[src/rtl/dramc_pkg.sv]
package dramc_pkg;
  typedef enum logic [2:0] {
    ST_IDLE  = 3'd0,
    ST_ROW   = 3'd1,
    ST_COL   = 3'd2,
    ST_OPEN  = 3'd3,
    ST_CLOSE = 3'd4,
    ST_REF   = 3'd5
  } ctl_state_t;
endpackage

[src/rtl/dramc_refresh.sv]
module dramc_refresh #(
  parameter int ROW_W   = 12,
  parameter int REFI    = 1039,
  parameter int REF_CYC = 4
) (
  input  logic             clk,
  input  logic             rst_n,
  input  logic             in_ref,
  output logic             pend,
  output logic [ROW_W-1:0] ref_row,
  output logic             ref_last
);
  localparam int TW = (REFI > 1) ? $clog2(REFI) : 1;
  localparam int CW = (REF_CYC > 1) ? $clog2(REF_CYC) : 1;

  logic [TW-1:0] tmr;
  logic [CW-1:0] cnt;
  logic          tick;

  assign tick     = (tmr == TW'(REFI - 1));
  assign ref_last = in_ref && (cnt == CW'(REF_CYC - 1));

  always_ff @(posedge clk or negedge rst_n) begin
    if (!rst_n) begin
      tmr     <= '0;
      cnt     <= '0;
      pend    <= 1'b0;
      ref_row <= '0;
    end else begin
      tmr  <= tick ? '0 : tmr + 1'b1;
      cnt  <= (in_ref && !ref_last) ? cnt + 1'b1 : '0;
      pend <= (pend && !ref_last) || tick;
      if (ref_last) ref_row <= ref_row + 1'b1;
    end
  end


  ref_row_step_chk: assert property (@(posedge clk) disable iff (!rst_n)
    $past(ref_last) |-> (ref_row == $past(ref_row) + 1'b1));


  ref_pend_hold_chk: assert property (@(posedge clk) disable iff (!rst_n)
    (pend && !ref_last) |=> pend);


  ref_len_chk: assert property (@(posedge clk) disable iff (!rst_n)
    $fell(in_ref) |-> ($past(cnt) == CW'(REF_CYC - 1)));
endmodule

[src/rtl/dramc_page.sv]
module dramc_page #(
  parameter int ROW_W = 12
) (
  input  logic             clk,
  input  logic             rst_n,
  input  logic             load,
  input  logic             drop,
  input  logic [ROW_W-1:0] row_in,
  input  logic [ROW_W-1:0] req_row,
  output logic             hit
);
  logic [ROW_W-1:0] open_row;
  logic             open_vld;

  always_ff @(posedge clk or negedge rst_n) begin
    if (!rst_n) begin
      open_row <= '0;
      open_vld <= 1'b0;
    end else begin
      if (load) begin
        open_row <= row_in;
        open_vld <= 1'b1;
      end else if (drop) begin
        open_vld <= 1'b0;
      end
    end
  end

  assign hit = open_vld && (req_row == open_row);
endmodule

[src/rtl/dramc_strobe.sv]
module dramc_strobe
  import dramc_pkg::*;
#(
  parameter int ROW_W = 12,
  parameter int COL_W = 9,
  parameter int MA_W  = 12
) (
  input  ctl_state_t       state,
  input  logic [ROW_W-1:0] row,
  input  logic [COL_W-1:0] col,
  input  logic [ROW_W-1:0] ref_row,
  input  logic             rd,
  output logic [MA_W-1:0]  mem_addr,
  output logic             mem_ras,
  output logic             mem_cas,
  output logic             mem_cs,
  output logic             mem_rd
);
  always_comb begin
    mem_addr = '0;
    mem_ras  = 1'b0;
    mem_cas  = 1'b0;
    mem_cs   = 1'b0;
    mem_rd   = 1'b1;
    unique case (state)
      ST_ROW: begin
        mem_addr[ROW_W-1:0] = row;
        mem_ras = 1'b1;
        mem_cs  = 1'b1;
      end
      ST_COL: begin
        mem_addr[COL_W-1:0] = col;
        mem_ras = 1'b1;
        mem_cas = 1'b1;
        mem_cs  = 1'b1;
        mem_rd  = rd;
      end
      ST_OPEN: begin
        mem_ras = 1'b1;
        mem_cs  = 1'b1;
      end
      ST_REF: begin
        mem_addr[ROW_W-1:0] = ref_row;
        mem_ras = 1'b1;
        mem_cs  = 1'b1;
      end
      default: ;
    endcase
  end
endmodule

[src/rtl/dram_mux_ctl.sv]
module dram_mux_ctl
  import dramc_pkg::*;
#(
  parameter int ROW_W   = 12,
  parameter int COL_W   = 9,
  parameter int REFI    = 1039,
  parameter int REF_CYC = 4,
  localparam int ADDR_W = ROW_W + COL_W,
  localparam int MA_W   = (ROW_W > COL_W) ? ROW_W : COL_W
) (
  input  logic              clk,
  input  logic              rst_n,
  input  logic              req_valid,
  output logic              req_ready,
  input  logic [ADDR_W-1:0] req_addr,
  input  logic              req_rd,
  output logic              xfer_done,
  output logic [MA_W-1:0]   mem_addr,
  output logic              mem_ras,
  output logic              mem_cas,
  output logic              mem_cs,
  output logic              mem_rd
);
  ctl_state_t        state_q, state_d;
  logic [ADDR_W-1:0] lat_addr;
  logic              lat_rd;
  logic              pend, ref_last, hit, accept, drop;
  logic [ROW_W-1:0]  ref_row;

  dramc_refresh #(.ROW_W(ROW_W), .REFI(REFI), .REF_CYC(REF_CYC)) u_ref (
    .clk(clk), .rst_n(rst_n), .in_ref(state_q == ST_REF),
    .pend(pend), .ref_row(ref_row), .ref_last(ref_last)
  );

  dramc_page #(.ROW_W(ROW_W)) u_page (
    .clk(clk), .rst_n(rst_n),
    .load((state_q == ST_IDLE) && accept), .drop(drop),
    .row_in(req_addr[ADDR_W-1:COL_W]), .req_row(req_addr[ADDR_W-1:COL_W]),
    .hit(hit)
  );

  dramc_strobe #(.ROW_W(ROW_W), .COL_W(COL_W), .MA_W(MA_W)) u_strobe (
    .state(state_q), .row(lat_addr[ADDR_W-1:COL_W]), .col(lat_addr[COL_W-1:0]),
    .ref_row(ref_row), .rd(lat_rd),
    .mem_addr(mem_addr), .mem_ras(mem_ras), .mem_cas(mem_cas),
    .mem_cs(mem_cs), .mem_rd(mem_rd)
  );

  always_comb begin
    unique case (state_q)
      ST_IDLE: req_ready = !pend;
      ST_OPEN: req_ready = !pend && hit;
      default: req_ready = 1'b0;
    endcase
  end

  assign accept    = req_valid && req_ready;
  assign drop      = (state_q == ST_OPEN) && (pend || (req_valid && !hit));
  assign xfer_done = (state_q == ST_COL);

  always_comb begin
    state_d = state_q;
    unique case (state_q)
      ST_IDLE:  if (pend) state_d = ST_REF;
                else if (accept) state_d = ST_ROW;
      ST_ROW:   state_d = ST_COL;
      ST_COL:   state_d = ST_OPEN;
      ST_OPEN:  if (drop) state_d = ST_CLOSE;
                else if (accept) state_d = ST_COL;
      ST_CLOSE: state_d = pend ? ST_REF : ST_IDLE;
      ST_REF:   if (ref_last) state_d = ST_IDLE;
      default:  state_d = ST_IDLE;
    endcase
  end

  always_ff @(posedge clk or negedge rst_n) begin
    if (!rst_n) begin
      state_q  <= ST_IDLE;
      lat_addr <= '0;
      lat_rd   <= 1'b1;
    end else begin
      state_q <= state_d;
      if (accept) begin
        lat_addr <= req_addr;
        lat_rd   <= req_rd;
      end
    end
  end


  cas_after_row_chk: assert property (@(posedge clk) disable iff (!rst_n)
    mem_cas |-> $past(mem_ras));


  done_single_chk: assert property (@(posedge clk) disable iff (!rst_n)
    xfer_done |=> !xfer_done);


  hit_no_reras_chk: assert property (@(posedge clk) disable iff (!rst_n)
    ((state_q == ST_OPEN) && accept) |=> (mem_cas && $past(mem_ras)));


  miss_close_chk: assert property (@(posedge clk) disable iff (!rst_n)
    ((state_q == ST_OPEN) && req_valid && !req_ready) |=> (!mem_ras && !mem_cs));
endmodule

[config.mk]
export PLATFORM = sky130hd
export DESIGN_NAME = dram_mux_ctl
export DESIGN_NICKNAME = d
export VERILOG_FILES = /design/src/rtl/dramc_pkg.sv /design/src/rtl/dramc_refresh.sv /design/src/rtl/dramc_page.sv /design/src/rtl/dramc_strobe.sv /design/src/rtl/dram_mux_ctl.sv
export SDC_FILE = /design/constraint.sdc
export NUM_CORES = 1
export LEC_CHECK = 0
export CAP_MARGIN = 15
export CORE_UTILIZATION = 29
export CTS_CLUSTER_DIAMETER = 60
export DETAILED_ROUTE_END_ITERATION = 8
export HOLD_SLACK_MARGIN = 0.03
export SETUP_SLACK_MARGIN = 0.2
export SYNTH_ARGS = -nofsm -noshare
export SYNTH_HDL_FRONTEND = slang
export SYNTH_SLANG_ARGS = --single-unit
[constraint.sdc]
create_clock -name clk -period 2.5 [get_ports clk]
set_clock_uncertainty 0.05 [all_clocks]
set_input_delay 0.375 -clock clk [delete_from_list [all_inputs] [get_ports clk]]
set_output_delay 0.375 -clock clk [all_outputs]
set_load 0.01 [all_outputs]
==> results of run 1 <==
worst max-delay path, cell delays in order, from the launching register on:
cell	delay (ns)
dfrtp_2	0.42
inv_1	0.13
nor3_1	0.07
buf_4	0.17
buf_4	0.13
nand2b_1	0.06
clkdlybuf4s50_1	0.52
power by group through the flow:
stage / sequential, mW / combinational (mW) / clock, mW
finish: 1.61 / 2.13 / 1.26
global route: 1.65 / 2.35 / 1.33
CTS: 1.61 / 2.11 / 1.28
detailed placement: 1.64 / 2.04 / 0
global placement: 1.62 / 1.99 / 0
floorplan: 1.52 / 1.34 / 0
cells in the mapped netlist, types with 2 or more instances:
master	count
mux2_4	10
a21oi_1	21
o21ai_0	11
ha_1	4
o211ai_1	10
nor2_1	22
nand2_1	46
nand3_1	31
and3_1	3
mux2i_1	12
xnor2_1	24
dfrtp_1	63
clkbuf_1	14
and2_1	2
buf_4	2
nor3_1	3
nand4_1	6
xor2_1	8
buf_1	3
mux2_2	15
nor4_1	2
inv_1	5
kinds of logic (layout without fill, tap and decap cells):
kind of cell | Yosys count | after routing | synth area share
DFF | 64 | 64 | 0.470
AOI/OAI and AO/OA | 52 | 52 | 0.0943
xor gates and xnor gates | 32 | 32 | 0.0822
and+or+nand+nor | 124 | 124 | 0.177
buffers and inverters | 26 | 106 | 0.0334
adders and majority gates | 4 | 4 | 0.0147
muxes | 37 | 37 | 0.129
state kept, by name (all words and copies together) (netlist names):
name	cells
u_ref.ref_row	12
lat_rd	1
u_page.open_row	12
u_ref.tmr	11
u_ref.cnt	2
state_q	3
u_page.open_vld	1
u_ref.pend	1
lat_addr	21
cell type report:
cell class | count | area [um2]
Tap cell | 143 | 179
Fill cell | 1151 | 6830
Inverter | 5 | 18.8
Clock inverter | 3 | 40.0
Sequential cell | 64 | 1610
Timing Repair Buffer | 85 | 757
Multi-Input combinational cell | 249 | 1730
Clock buffer | 13 | 260
per-stage QoR:
stage | setup WS (ns) | cell area (um2)
after floorplan | 0.418 | 3410
after global placement | -0.330 | 4150
after detailed placement | -0.361 | 4150
after CTS | 0.0949 | 4540
after global routing | 0.131 | 4590
final | 0.246 | 4590
routing by layer:
layer,up-vias,GRT usage,part of all wire,wire (um)
met4,0,0.0667,0.025,208
met1,1308,0.197,0.47,3910
met3,13,0.0384,0.048,399
met5,-,0,0,0
met2,69,0.224,0.46,3870
li1,1334,-,-,-
path summary, 6_finish.rpt:
path                                                startpoint  depth (start not counted)                        to
min in group asynchronous                                rst_n                          2    u_ref.tmr[9]$_DFF_PN0_
worst max-delay path                    state_q[1]$_DFFE_PN0P_                          6                    mem_rd
worst max register to register  u_page.open_row[5]$_DFFE_PN0P_                          5  lat_addr[19]$_DFFE_PN0P_
worst min-delay path                    u_ref.cnt[0]$_DFF_PN0_                          1    u_ref.cnt[0]$_DFF_PN0_
max in group asynchronous                                rst_n                          3        lat_rd$_DFFE_PN1P_
worst min register to register          u_ref.cnt[0]$_DFF_PN0_                          1    u_ref.cnt[0]$_DFF_PN0_
layout by cell type, fill, tap and decap left out, drive strengths merged, types with 13 or more instances in the layout:
| cell type | synthesis | routed |
|---|---|---|
| a21oi | 21 | 21 |
| xnor2 | 24 | 24 |
| nand2 | 46 | 46 |
| dfrtp | 63 | 63 |
| buf | 7 | 44 |
| nand3 | 31 | 31 |
| nor2 | 22 | 22 |
| clkdlybuf4s50 | 0 | 23 |
| mux2 | 25 | 25 |
| clkbuf | 14 | 13 |
timing repair:
action                     CTS  global route
setup buffers                9             2
pin swaps                    3             6
hold endpoints to repair     8             0
gates resized for setup     20            14
setup endpoints to repair   18             4
hold buffers                 1             0
==> reports/results.txt, run 1 <==
leakage dissipation: 2.07 nW
root buf cell: clkbuf_16
Max VDD drop: 0.440 mV
die area: 12200 um2
Max-slew headroom: 0.594
sequential area share after synthesis: 0.470
Max Fanout on Critical Path: 8
Total Routing Usage GR: 0.148
synth top area cells: dfrtp_1 (46%), xnor2_1 (6.2%), nand2_1 (5.1%)
Post-DRT Antenna Nets: 0
DR vias/cell: 4.85
maximum capacitance violations: 0
layout cells sized above 1: 0.232
IO Pins: 43
combinational share of power: 0.427
Main synth FF type: dfrtp_1
FF+latch count, synth: 64
Pins Over Slew Limit: 0
largest net degree at the start of global routing: 41
Sw Ratio: 0.345
Mapped Cells: 339
H-tree levels: 3
Util after Layout: 0.402
r2r setup slk: 0.38 ns
fin crit share: 0.901
Post-route DRC: 0
Pre-Repair DR Iteration Count: 4
HPWL Detailed: 5990 um
Inst Count DP: 534
startpoint types: register
Hold Violations, Final: 0
PwrDens: 1090 nW/um2
ys async rst share: 1.00
Int Pwr: 3.28 mW
final setup TNS: 0 ns
status: complete, no violations
worst-margin pin slew: 0.610 ns
wire per inst: 14.9 um
library cells used by synthesis: 44
Flop pwr share: 0.322
width of the die: 110 um
Clock Path Buffers: 2
Synth area leader: dfrtp_1
hold crit path type: reg -> reg
share of Yosys cell area claimed by the top area cell type: 0.462
Clock Latency Late Sink: 0.33 ns
crit path kind: reg -> out
synthesized area per cell: 10.1 um2
effective utilization at floorplan: 0.299
Synth warnings: 0
RSZ-0062 raised after global routing: true
Syn Nets: 368
Die Y-Extent: 110 um
CTS sink cnt: 64
core footprint: 11400 um2
Non-Filler Instances: 562
Tmin final: 2.25 ns
Psw: 1.73 mW
initial antenna violation count: 0
Layout Nets: 443
Rows: 39
initial DRC count: 85
GP Congestion: 0.777
Final Total Pwr: 5.00 mW
final wirelength: 8390 um
Clock Power Share: 0.251
FMAX: 444 MHz
IO buf count: 42
Critical Path AT: 1.83 ns
global route overflow: 0
Worst setup EP type: output pin
hold slack: 0.395 ns
via count: 2724
number of synthesized flops with an enable pin: 0
vias in the first global route: 2818
first-pass GRT wire length: 14300 um
CP required: 2.08 ns
Setup Viol. Count Final: 0
area of the mapped netlist: 3410 um2
Worst-path clk slew: 0.06 ns
Num CTS Buffers: 9
# diodes: 0
CTS tree: done
P&R area growth vs syn: 34.6%
Power figures use the tool's default switching activity.
==> run 2, diff against run 1 <==
Settings changed: SLEW_MARGIN from default to 10.
==> results of run 2 <==
The final DEF is identical to that of run 1; final timing and power are the same.
==> run 3, diff against run 2 <==
Settings changed: CORE_ASPECT_RATIO from default to 0.9.
==> run 3 against run 2 <==
The flow now finishes with violations (design-rule violations). Flip-flop and latch count did not move. Non-clock buffer count shrank 11. Clock power hardly changed. Combinational power decreased by 5%. Sequential power about the same. Via count decreased by 1.4%. Critical endpoint is now req_ready.
==> reports/results.txt, run 3 (synthesized netlist as in run 1, its figures left out) <==
Largest Register: lat_addr
# diodes: 0
Setup Viol. Count Final: 0
fin crit share: 0.903
Critical Path Max Stage Delay: 0.54 ns
Non-Filler Instances: 564
most frequent cells in the layout: dfrtp_1 (62), nand2_1 (45), nand3_1 (31)
layout cells sized above 1: 0.221
area taken by multi-input logic gates: 1750 um2
CP required: 2.08 ns
Flop pwr share: 0.329
largest net degree at the start of global routing: 65
IO Pins: 43
worst hold stages: 1
DR vias/cell: 4.76
IO buf count: 42
R2R depth: 5
largest registers: lat_addr (21), u_page.open_row (12), u_ref.ref_row (12)
effective utilization at floorplan: 0.298
combinational share of power: 0.411
crit path kind: in -> out
PwrDens: 1080 nW/um2
startpoint types: input port
Util after Layout: 0.399
Clock Path Buffers: 2
CTS tree: done
Post-DRT Antenna Nets: 0
Clock Latency Late Sink: 0.33 ns
worst-margin pin slew: 0.458 ns
hold crit path type: reg -> reg
wire per inst: 14.6 um
core footprint: 11400 um2
Total Routing Usage GR: 0.144
via count: 2686
HPWL Detailed: 5730 um
Die Y-Extent: 105 um
die area: 12200 um2
violated checks: design-rule violations
max reg flops: 21
first-pass GRT wire length: 13400 um
Hold Violations, Final: 0
initial antenna violation count: 0
Tmin final: 2.26 ns
initial DRC count: 204
vias in the first global route: 2625
Post-route DRC: 2
maximum capacitance violations: 0
GP Congestion: 0.784
Fillers: 1127
Num CTS Buffers: 9
FMAX: 443 MHz
Max Fanout on Critical Path: 4
Max VDD drop: 0.518 mV
Int Pwr: 3.20 mW
final wirelength: 8210 um
Inst Count DP: 545
Psw: 1.73 mW
CTS sink cnt: 64
Worst setup EP type: output pin
leakage dissipation: 2.02 nW
Pre-Repair DR Iteration Count: 6
most common cell after layout, fill and taps aside: dfrtp_1
CP Cell Sequence: clkdlybuf4s50_1, xnor2_2, nand4_2, nor4_4, o21a_1, buf_2
Worst-path clk slew: 0.05 ns
status: complete, but fails checks
slowest CP cell: clkdlybuf4s50_1
width of the die: 116 um
Sw Ratio: 0.351
Critical Path AT: 1.83 ns
global route overflow: 0
P&R area growth vs syn: 33.7%
Clock Power Share: 0.260
H-tree levels: 3
root buf cell: clkbuf_16
register area: 1600 um2
RSZ-0062 raised after global routing: true
Rows: 37
Layout Nets: 432
Pins Over Slew Limit: 0
Max-slew headroom: 0.694
==> run 3: cell types whose count changed in the layout (fill, tap and decap cells not counted), sizes merged <==
cell / before / now
buf: 44 / 33
clkbuf: 13 / 11
clkdlybuf4s50: 23 / 24
clkinvlp: 0 / 2
dlygate4sd2: 10 / 9
==> run 3: area by class of cell <==
cell class,instances,area share
clock buffer,11,0.0554
sequential,64,0.352
clock inverter,5,0.0121
tap,156,0.0428
timing repair buffer,74,0.151
inverter,5,0.00412
multi-input combinational,249,0.383
==> run 3: path summary, 6_finish.rpt <==
| kind | startpoint | endpoint | slack, ns |
|---|---|---|---|
| max | req_addr[20] | req_ready | 0.24 |
| min | u_ref.cnt[0]$_DFF_PN0_ | u_ref.cnt[0]$_DFF_PN0_ | 0.39 |
| max reg2reg | u_page.open_row[4]$_DFFE_PN0P_ | lat_addr[17]$_DFFE_PN0P_ | 0.36 |
| min reg2reg | u_ref.cnt[0]$_DFF_PN0_ | u_ref.cnt[0]$_DFF_PN0_ | 0.39 |
| max in group asynchronous | rst_n | lat_rd$_DFFE_PN1P_ | 1.54 |
| min in group asynchronous | rst_n | u_page.open_row[11]$_DFFE_PN0P_ | 0.53 |
==> run 3: worst max-delay path, delay by kind of cell <==
family,cells,cell delay (ns)
compound gates,1,0.13
simple gates,2,0.53
xor+xnor,1,0.13
buf+inv,2,0.66
==> run 3: power groups by stage <==
stage               registers (mW)  clock network [mW]  logic (mW)
floorplan                     1.52                   0        1.34
global placement              1.61                   0        1.99
detailed placement            1.61                   0        2.02
CTS                           1.60                1.31        1.98
global route                  1.66                1.36        2.22
finish                        1.62                1.28        2.02
==> run 3: metrics by stage <==
step / setup WS [ns] / power [mW] / setup TNS (ns) / cell area (um2) / hold WS (ns)
2_1_floorplan: 0.418 / 2.86 / 0 / 3410 / 0.0294
3_3_place_gp: -0.344 / 3.60 / -0.511 / 4160 / 0.369
3_5_place_dp: -0.364 / 3.64 / -0.887 / 4160 / 0.370
4_1_cts: 0.0719 / 4.89 / 0 / 4480 / 0.394
5_1_grt: 0.134 / 5.24 / 0 / 4560 / 0.392
6_report: 0.243 / 4.92 / 0 / 4560 / 0.392
==> run 3: what timing repair did <==
item	4_1_cts	5_1_grt
hold endpoints to repair	63	0
gates cloned	0	0
pin swaps	1	7
resized for setup	17	19
setup buffers	0	2
setup endpoints to repair	15	5
hold buffers	1	0
==> run 3: routing by layer <==
metal	wire [um]	share of wire	GRT usage	up-vias
li1	-	-	-	1320
met1	4050	0.49	0.205	1278
met2	3600	0.44	0.205	80
met3	447	0.054	0.0435	8
met4	105	0.013	0.0495	0
met5	0	0	0	-
